===== src/rtl/dda_pkg.sv =====
package dda_pkg;

  typedef enum logic [1:0] {
    ST_IDLE  = 2'd0,
    ST_CHECK = 2'd1,
    ST_ACCUM = 2'd2
  } dda_state_e;

endpackage


===== src/rtl/dda_axis_acc.sv =====
module dda_axis_acc #(
  parameter int ACC_W = 8
) (
  input  logic             clk,
  input  logic             rst_n,
  input  logic             load_i,
  input  logic             step_i,
  input  logic [ACC_W-1:0] incr_i,
  output logic             pulse_o
);

  logic [ACC_W-1:0] incr_q;
  logic [ACC_W-1:0] acc_q;
  logic [ACC_W:0]   sum;

  assign sum = {1'b0, acc_q} + {1'b0, incr_q};

  always_ff @(posedge clk or negedge rst_n) begin
    if (!rst_n) begin
      incr_q  <= '0;
      acc_q   <= '0;
      pulse_o <= 1'b0;
    end else if (load_i) begin
      incr_q  <= incr_i;
      acc_q   <= '0;
      pulse_o <= 1'b0;
    end else if (step_i) begin
      acc_q   <= sum[ACC_W-1:0];
      pulse_o <= sum[ACC_W];
    end else begin
      pulse_o <= 1'b0;
    end
  end

endmodule


===== src/rtl/dda_step_seq.sv =====
module dda_step_seq
  import dda_pkg::*;
#(
  parameter int ACC_W = 8,
  localparam int CNT_W = ACC_W + 1
) (
  input  logic             clk,
  input  logic             rst_n,
  input  logic             start_i,
  input  logic             tick_i,
  output logic             load_o,
  output logic             step_o,
  output logic             busy_o,
  output logic [CNT_W-1:0] steps_left_o
);

  localparam logic [CNT_W-1:0] FULL_COUNT = {1'b1, {ACC_W{1'b0}}};

  dda_state_e       state_q;
  logic [CNT_W-1:0] left_q;
  logic             busy_q;

  assign load_o       = (state_q == ST_IDLE) && start_i;
  assign step_o       = (state_q == ST_ACCUM) && tick_i;
  assign busy_o       = busy_q;
  assign steps_left_o = left_q;

  always_ff @(posedge clk or negedge rst_n) begin
    if (!rst_n) begin
      state_q <= ST_IDLE;
      left_q  <= '0;
      busy_q  <= 1'b0;
    end else begin
      unique case (state_q)
        ST_IDLE: begin
          if (start_i) begin
            state_q <= ST_CHECK;
            left_q  <= FULL_COUNT;
            busy_q  <= 1'b1;
          end
        end
        ST_CHECK: begin
          if (left_q != '0) begin
            state_q <= ST_ACCUM;
          end else begin
            state_q <= ST_IDLE;
            busy_q  <= 1'b0;
          end
        end
        ST_ACCUM: begin
          if (tick_i) begin
            state_q <= ST_CHECK;
            left_q  <= left_q - 1'b1;
          end
        end
        default: begin
          state_q <= ST_IDLE;
          busy_q  <= 1'b0;
        end
      endcase
    end
  end

endmodule


===== src/rtl/dda_pulse_gen.sv =====
module dda_pulse_gen #(
  parameter int NUM_AXES = 4,
  parameter int ACC_W    = 8,
  localparam int CNT_W   = ACC_W + 1,
  localparam int BUS_W   = NUM_AXES * ACC_W
) (
  input  logic                clk,
  input  logic                rst_n,
  input  logic                start_i,
  input  logic                tick_i,
  input  logic [BUS_W-1:0]    incr_i,
  output logic                busy_o,
  output logic [NUM_AXES-1:0] pulse_o,
  output logic [CNT_W-1:0]    steps_left_o
);

  logic load;
  logic step;

  dda_step_seq #(.ACC_W(ACC_W)) u_seq (
    .clk          (clk),
    .rst_n        (rst_n),
    .start_i      (start_i),
    .tick_i       (tick_i),
    .load_o       (load),
    .step_o       (step),
    .busy_o       (busy_o),
    .steps_left_o (steps_left_o)
  );

  for (genvar a = 0; a < NUM_AXES; a++) begin : g_axis
    dda_axis_acc #(.ACC_W(ACC_W)) u_acc (
      .clk     (clk),
      .rst_n   (rst_n),
      .load_i  (load),
      .step_i  (step),
      .incr_i  (incr_i[a*ACC_W +: ACC_W]),
      .pulse_o (pulse_o[a])
    );
  end

endmodule


===== config.mk =====
export PLATFORM = sky130hd
export DESIGN_NAME = dda_pulse_gen
export DESIGN_NICKNAME = d
export VERILOG_FILES = /design/src/rtl/dda_pkg.sv /design/src/rtl/dda_axis_acc.sv /design/src/rtl/dda_step_seq.sv /design/src/rtl/dda_pulse_gen.sv
export SDC_FILE = /design/constraint.sdc
export NUM_CORES = 1
export LEC_CHECK = 0
export ABC_AREA = 1
export ABC_CLOCK_PERIOD_IN_PS = 2000
export CAP_MARGIN = 30
export CORE_ASPECT_RATIO = 1.4
export CORE_MARGIN = 2
export CORE_UTILIZATION = 37
export DETAILED_ROUTE_END_ITERATION = 12
export GPL_ROUTABILITY_DRIVEN = 0
export HOLD_SLACK_MARGIN = 0.05
export PLACE_DENSITY = 0.63
export SLEW_MARGIN = 0
export SYNTH_ARGS = -nofsm -noshare
export SYNTH_HDL_FRONTEND = slang
export SYNTH_HIERARCHICAL = 1
export SYNTH_SLANG_ARGS = --single-unit
export TNS_END_PERCENT = 10

===== constraint.sdc =====
create_clock -name clk -period 2 [get_ports clk]
set_input_delay 0.3 -clock clk [delete_from_list [all_inputs] [get_ports clk]]
set_output_delay 0.3 -clock clk [all_outputs]
set_load 0.02 [all_outputs]

==> results.sh, run 1 <==
export IMPL_status="complete, no violations"
export IMPL_number_of_global_route_vias_before_repair=3485
export IMPL_rsz0062_at_grt="false"
export IMPL_crit_path_start_kind="register"
export IMPL_fp_row_count=48
export IMPL_data_required_critical_path_ns=1.70
export IMPL_globalRoute_totalOverflow=0
export IMPL_tritoncts="done"
export IMPL_crit_fanout=5
export IMPL_p_leak_nw=2.80
export IMPL_critical_path_class="register to primary output"
export IMPL_synth_top_cells_by_area="dfrtp_1 44%, nand2_1 12%, ha_1 9.0%, mux2_1 5.6%, nand3_1 3.6%"
export IMPL_initial_utilization_pct=37.6
export IMPL_place_worst_setup_slack_ns=0.164
export IMPL_synth_top_area_share_pct=43.7
export IMPL_grt_first_pass_wirelength_um=15700
export IMPL_cell_type_with_the_highest_aggregate_area_in_the_netlist="dfrtp_1"
export IMPL_setup_violations_final=0
export IMPL_finish_net_count=644
export IMPL_post_drt_wl_per_cell_um=12.2
export IMPL_worst_slew_pin_transition_ns=0.452
export IMPL_avgViaCountPerCell=4.84
export IMPL_dr_total_vias=3516
export IMPL_io_buffers=49
export IMPL_clkLatencyLatePin_ns=0.33
export IMPL_synth_area_mm2=0.00459
export IMPL_timing_critical_path_arrival_ns=1.39
export IMPL_cts_sinks=80
export IMPL_final_layout_size_suffix_gt1_share_pct=10.9
export IMPL_finalHoldWorstSlack_ns=0.481
export IMPL_die_h_um=136
export IMPL_layout_cells_most_common_list="146 x nand2_1, 80 x dfrtp_1, 48 x clkdlybuf4s50_1"
export IMPL_grt_max_degree=81
export IMPL_final_antenna_net_count=0
export IMPL_cpPeakStageDelay_ns=0.63
export IMPL_num_io_pins=50
export IMPL_cp_buffers_inverters=1
export IMPL_slowest_stage="clkdlybuf4s50_1"
export IMPL_timing_final_crit_period_ns=1.69
export IMPL_cts_buffers=9
export IMPL_drtIter0Drc=112
export IMPL_synth_lib_cells_used_distinct=32
export IMPL_critPathTopFamily="buffers and inverters"
export IMPL_layout_commonest_cell="nand2_1"
export IMPL_ir_drop_worst_case_vdd_v=0.000519
export IMPL_die_w_um=98.1
export IMPL_ys_warnings_count=6
export IMPL_post_dp_hpwl_um=6620
export IMPL_syn_to_final_growth_pct=21.9
export IMPL_syn_inst=509
export IMPL_postLayoutSetupSlackWorst_ns=0.314
export IMPL_antenna_found_initial=0
export IMPL_cap_violations=0
export IMPL_drv_slew=0
export IMPL_globalRouteTotalUtil_pct=14.5
export IMPL_cp_cell_sequence="clkdlybuf4s50_1"
export IMPL_min_period_over_period_pct=84.3
export IMPL_setup_tns_ns=0
export IMPL_path_clk_slew_ns=0.06
export IMPL_synth_nets=582
export IMPL_cts_buffer_depth=2
export IMPL_timing_fmax_ghz=0.593
export IMPL_die_area_mm2=0.0133
export IMPL_postLayoutCoreUtil_pct=45.9
export IMPL_clock_tree_root_cell="clkbuf_16"
export IMPL_synth_seq_cells=80
export IMPL_n_diodes=0
export IMPL_fill_cell_count=1175
export IMPL_clock_skew_ns=0.00707
export IMPL_cp_end_kind="primary output"
export IMPL_timing_final_hold_violations=0
export IMPL_wirelength_um=8830
export IMPL_timing_max_slew_rel_slack_pct=69.9
export IMPL_hold_class="register to register"
export IMPL_proportion_of_synthesized_chip_area_in_sequential_cells_pct=43.7
export IMPL_cts_htree_levels=3
export IMPL_core_area_mm2=0.0122
export IMPL_dr_pass1_iters=7
export IMPL_power_per_cell_area_mw_per_mm2=1490
export IMPL_detail_route_drc_violations=0
export IMPL_syn_area_per_cell_um2=9.01
==> repair_timing <==
action | 4_1_cts | 5_1_grt
hold buffers | 1 | 0
setup endpoints to repair | 0 | 0
buffers inserted | 0 | 0
hold endpoints to repair | 80 | 0
resized for setup | 0 | 0
==> routing by layer <==
metal	GRT usage, %	routed length, µm	vias up
met2	26.1	4600	50
li1	-	-	1794
met4	5.32	138	0
met1	17.0	3860	1660
met3	3.20	230	12
met5	0	0	-
==> state kept, by name, summed over array words and instances, names as in the netlist <==
signal / flops
u_seq/steps_left_o: 9
g_axis.u_acc/incr_q: 32
u_seq/busy_o: 1
u_seq/state_q: 2
g_axis.u_acc/acc_q: 32
g_axis.u_acc/pulse_o: 4
==> tightest hold or removal path: stages, from the launching register on <==
cell,delay (ns)
dfrtp_1,0.35
nand2_1,0.05
nand2_1,0.05
==> cell families (layout without fill, tap and decap cells) <==
| family | after synthesis | count (layout) | synth area share, % |
|---|---|---|---|
| xor+xnor | 1 | 1 | 0.191 |
| flops | 80 | 80 | 43.7 |
| compound gates | 56 | 56 | 7.15 |
| mux | 32 | 32 | 7.86 |
| simple gates | 246 | 246 | 25.2 |
| buf+inv | 57 | 124 | 5.24 |
| fa+ha+maj | 37 | 37 | 10.8 |
==> final timing paths <==
path                                            from                        to  slack [ns]  cells past startpoint
hold / removal                          u_seq/busy_o              u_seq/busy_o        0.48                      2
hold reg to reg                         u_seq/busy_o              u_seq/busy_o        0.48                      2
min in group asynchronous                      rst_n  g_axis[1].u_acc/acc_q[7]        0.51                      3
setup reg to reg           g_axis[2].u_acc/incr_q[0]  g_axis[2].u_acc/acc_q[6]        0.35                      8
max in group asynchronous                      rst_n  g_axis[1].u_acc/acc_q[4]        1.11                      3
setup / recovery               u_seq/steps_left_o[3]           steps_left_o[3]        0.31                      1
==> report_power, final <==
part	internal [mW]	total, mW	leakage [nW]	switching [mW]
Sequential	2.27	2.70	1.02	0.433
Combinational	1.76	4.04	1.64	2.29
Clock	0.961	1.57	0.140	0.614
Total	4.99	8.32	2.80	3.33
==> Yosys cell counts <==
| cell type | count |
|---|---|
| dfrtp_1 | 80 |
| nand3_1 | 33 |
| inv_1 | 40 |
| buf_8 | 1 |
| fa_1 | 4 |
| nand4_1 | 1 |
| nor2_1 | 30 |
| xor2_1 | 1 |
| nand3b_1 | 8 |
| ha_1 | 33 |
| nand2_4 | 2 |
| o21ai_1 | 15 |
| o21a_1 | 4 |
| nand2_2 | 4 |
| buf_4 | 4 |
| o21ai_0 | 1 |
| nand3_4 | 1 |
| and2_4 | 4 |
| inv_2 | 12 |
| nor2_8 | 4 |
| o31ai_1 | 1 |
| a22o_1 | 8 |
| nand2_1 | 146 |
| a21oi_2 | 1 |
| mux2_2 | 9 |
| nor3_1 | 4 |
| nor2_4 | 1 |
| o22ai_1 | 1 |
| mux2_1 | 23 |
| a21oi_1 | 25 |
| nor2_2 | 4 |
| or2_1 | 4 |
==> layout make-up <==
cell class              instances  area, µm²  share of cell area [%]
repair buffers                 56        581                    10.4
clock buffers                  12        236                    4.23
flip-flops and latches         80       2000                    35.8
multi-input cells             372       2340                    41.9
inverters                      52        195                    3.49
clock inverters                 4       45.0                   0.806
well taps                     150        188                    3.36
==> stage by stage <==
step                std cells  area, µm²  power (mW)
floorplan                 509       4590        5.77
global placement          709       5300        6.64
detailed placement        709       5300        6.80
CTS                       726       5590        8.43
global route              726       5590        9.13
finish                    726       5590        8.32
Power figures use the tool's default switching activity.
==> run 2, diff against run 1 <==
--- a/config.mk
+++ b/config.mk
@@ -6,7 +6,7 @@
 export NUM_CORES = 1
 export LEC_CHECK = 0
 export ABC_AREA = 1
-export ABC_CLOCK_PERIOD_IN_PS = 2000
+export ABC_CLOCK_PERIOD_IN_PS = 1400
 export CAP_MARGIN = 30
 export CORE_ASPECT_RATIO = 1.4
 export CORE_MARGIN = 2
@@ -14,7 +14,7 @@
 export DETAILED_ROUTE_END_ITERATION = 12
 export GPL_ROUTABILITY_DRIVEN = 0
 export HOLD_SLACK_MARGIN = 0.05
-export PLACE_DENSITY = 0.63
+export PLACE_DENSITY = 0.65
 export SLEW_MARGIN = 0
 export SYNTH_ARGS = -nofsm -noshare
 export SYNTH_HDL_FRONTEND = slang
==> constraint.sdc (replaced) <==
create_clock -name clk -period 1.4 [get_ports clk]
set_input_delay 0.21 -clock clk [delete_from_list [all_inputs] [get_ports clk]]
set_output_delay 0.21 -clock clk [all_outputs]
set_load 0.02 [all_outputs]
==> run 2 against run 1 <==
The flow now finishes with violations (setup timing); power up 76%; sequential share of layout area down 4.9 points; worst setup slack worse by 0.48 ns; global-route usage up 1.8 points; highest routed layer unchanged; critical path type is now register to register; critical endpoint is now g_axis[2].u_acc/acc_q[6]; flip-flop and latch count unchanged; first-iteration DRC count down 18%; non-clock buffer count up 44; clock-buffer cell count up 1; sequential power up 51%; critical path depth up 7.
==> results.sh, run 2 (same netlist as run 1, synthesis figures left out) <==
export IMPL_status="finished, violations left"
export IMPL_failed_checks="setup timing"
export IMPL_reg2reg_depth=8
export IMPL_timing_critical_path_arrival_ns=1.79
export IMPL_die_w_um=98.1
export IMPL_globalRoute_totalOverflow=0
export IMPL_globalRouteTotalUtil_pct=16.3
export IMPL_fill_cell_count=1060
export IMPL_core_area_mm2=0.0122
export IMPL_number_of_global_route_vias_before_repair=3846
export IMPL_setup_violations_final=45
export IMPL_cts_buffer_depth=2
export IMPL_rsz0062_at_grt="true"
export IMPL_grt_first_pass_wirelength_um=17600
export IMPL_min_period_over_period_pct=112
export IMPL_power_share_switching_pct=40.0
export IMPL_cp_end_kind="register"
export IMPL_layoutNonFillerInstCount=769
export IMPL_fp_row_count=48
export IMPL_regToRegSetupSlack_ns=-0.17
export IMPL_part_of_the_power_in_the_clock_network_pct=14.4
export IMPL_initial_utilization_pct=37.6
export IMPL_slowest_stage="dfrtp_1"
export IMPL_setup_tns_ns=-2.27
export IMPL_detail_route_drc_violations=0
export IMPL_tritoncts="done"
export IMPL_multi_input_comb_area_mm2=0.00288
export IMPL_wirelength_um=10900
export IMPL_p_leak_nw=3.15
export IMPL_postLayoutSetupSlackWorst_ns=-0.167
export IMPL_reg_to_reg_end="g_axis[2].u_acc/acc_q[6]"
export IMPL_grt_max_degree=35
export IMPL_die_h_um=136
export IMPL_cpPeakStageDelay_ns=0.39
export IMPL_crit_reg2reg_launch="g_axis[2].u_acc/incr_q[0]"
export IMPL_postLayoutCoreUtil_pct=53.2
export IMPL_cap_violations=0
export IMPL_timing_max_slew_rel_slack_pct=69.1
export IMPL_layout_commonest_cell="nand2_1"
export IMPL_cts_sinks=80
export IMPL_antenna_found_initial=0
export IMPL_drtIter0Drc=92
export IMPL_power_per_cell_area_mw_per_mm2=2260
export IMPL_path_clk_slew_ns=0.06
export IMPL_clock_skew_ns=0.00443
export IMPL_timing_fmax_ghz=0.638
export IMPL_avgViaCountPerCell=4.99
export IMPL_io_buffers=49
export IMPL_design_area_mm2=0.00648
export IMPL_crit_path_start_kind="register"
export IMPL_post_drt_wl_per_cell_um=14.2
export IMPL_ir_drop_worst_case_vdd_v=0.000939
export IMPL_area_sequential_mm2=0.00200
export IMPL_critical_path_class="register to register"
export IMPL_power_net_switching_mw=5.86
export IMPL_seq_power_share_pct=27.9
export IMPL_timing_final_hold_violations=0
export IMPL_final_antenna_net_count=0
export IMPL_cts_htree_levels=3
export IMPL_worst_slew_pin_transition_ns=0.464
export IMPL_syn_to_final_growth_pct=41.4
export IMPL_finish_net_count=689
export IMPL_n_diodes=0
export IMPL_data_required_critical_path_ns=1.63
export IMPL_crit_fanout=2
export IMPL_layout_cells_most_common_list="121 x nand2_1, 79 x dfrtp_1, 39 x buf_4"
export IMPL_combinational_power_share_pct=57.7
export IMPL_drv_slew=0
export IMPL_critPathTopFamily="adder cells"
export IMPL_dr_pass1_iters=4
export IMPL_clock_tree_root_cell="clkbuf_16"
export IMPL_timing_final_crit_period_ns=1.57
export IMPL_die_area_mm2=0.0133
export IMPL_hold_class="input pin to async pin"
export IMPL_post_dp_hpwl_um=7180
export IMPL_cts_buffers=9
export IMPL_num_io_pins=50
export IMPL_cp_buffers_inverters=0
export IMPL_clkLatencyLatePin_ns=0.34
export IMPL_cell_area_placed_mm2=0.00556
export IMPL_dr_total_vias=3837
export IMPL_numPlacedInstances=736
export IMPL_cp_cell_sequence="ha_2, fa_2, nand2_2, nand2_2, nand3b_1, nand3b_1, nand3_1, nand2_1"
export IMPL_final_layout_size_suffix_gt1_share_pct=32.1
export IMPL_internal_portion_of_total_power_mw=8.79
## run 2: per-stage QoR
step / hold slack, ns / power (mW) / setup slack, ns
floorplan: -0.0856 / 8.27 / -0.0433
global placement: 0.195 / 10.1 / -0.276
detailed placement: 0.198 / 10.4 / -0.294
CTS: 0.383 / 13.5 / -0.147
global route: 0.418 / 15.8 / -0.273
finish: 0.371 / 14.6 / -0.167
## run 2: metal layers
metal | wire [µm] | vias up | GRT usage (%)
met5 | 0 | - | 0
met4 | 267 | 0 | 7.64
met3 | 308 | 20 | 2.94
met2 | 5790 | 63 | 28.8
met1 | 4530 | 1865 | 19.2
li1 | - | 1889 | -
## run 2: how the worst max path moves through the flow
stage                              start                        end  slack (ns)  cells past startpoint
2_1_floorplan  g_axis[0].u_acc/incr_q[0]   g_axis[0].u_acc/acc_q[4]       -0.04                      7
3_3_place_gp                     start_i  g_axis[3].u_acc/incr_q[4]       -0.28                      6
3_5_place_dp                     start_i  g_axis[3].u_acc/incr_q[2]       -0.29                      6
4_1_cts        g_axis[2].u_acc/incr_q[0]   g_axis[2].u_acc/acc_q[6]       -0.15                      8
5_1_grt        g_axis[2].u_acc/incr_q[0]   g_axis[2].u_acc/acc_q[6]       -0.27                      8
6_report       g_axis[2].u_acc/incr_q[0]   g_axis[2].u_acc/acc_q[6]       -0.17                      8
## run 2: cell type report
| cell class | instances | area share (%) |
|---|---|---|
| timing repair buffer | 100 | 14.7 |
| inverter | 52 | 3.11 |
| tap | 150 | 2.89 |
| timing repair inverter | 1 | 0.116 |
| multi-input combinational | 372 | 44.3 |
| clock inverter | 1 | 0.0772 |
| sequential | 80 | 30.9 |
| clock buffer | 13 | 3.86 |
## run 2: worst register-to-register path, delay by kind of cell, from the launching register on
family / cells / cell delay (ns)
flops: 1 / 0.39
simple gates: 6 / 0.51
fa+ha+maj: 2 / 0.55
## run 2: power groups by stage
stage | combinational (mW) | clock [mW] | sequential [mW]
after floorplan | 4.42 | 0 | 3.86
after global placement | 6.24 | 0 | 3.88
after detailed placement | 6.47 | 0 | 3.92
after CTS | 7.26 | 2.16 | 4.04
after global routing | 9.29 | 2.27 | 4.21
final | 8.46 | 2.11 | 4.09
## run 2: timing repair
item                       CTS  global route
buffers inserted             2            15
setup endpoints to repair   82            72
gates cloned                 0             1
hold buffers                 1             0
resized for setup           65            63
hold endpoints to repair    32             0
pin swaps                   18            28
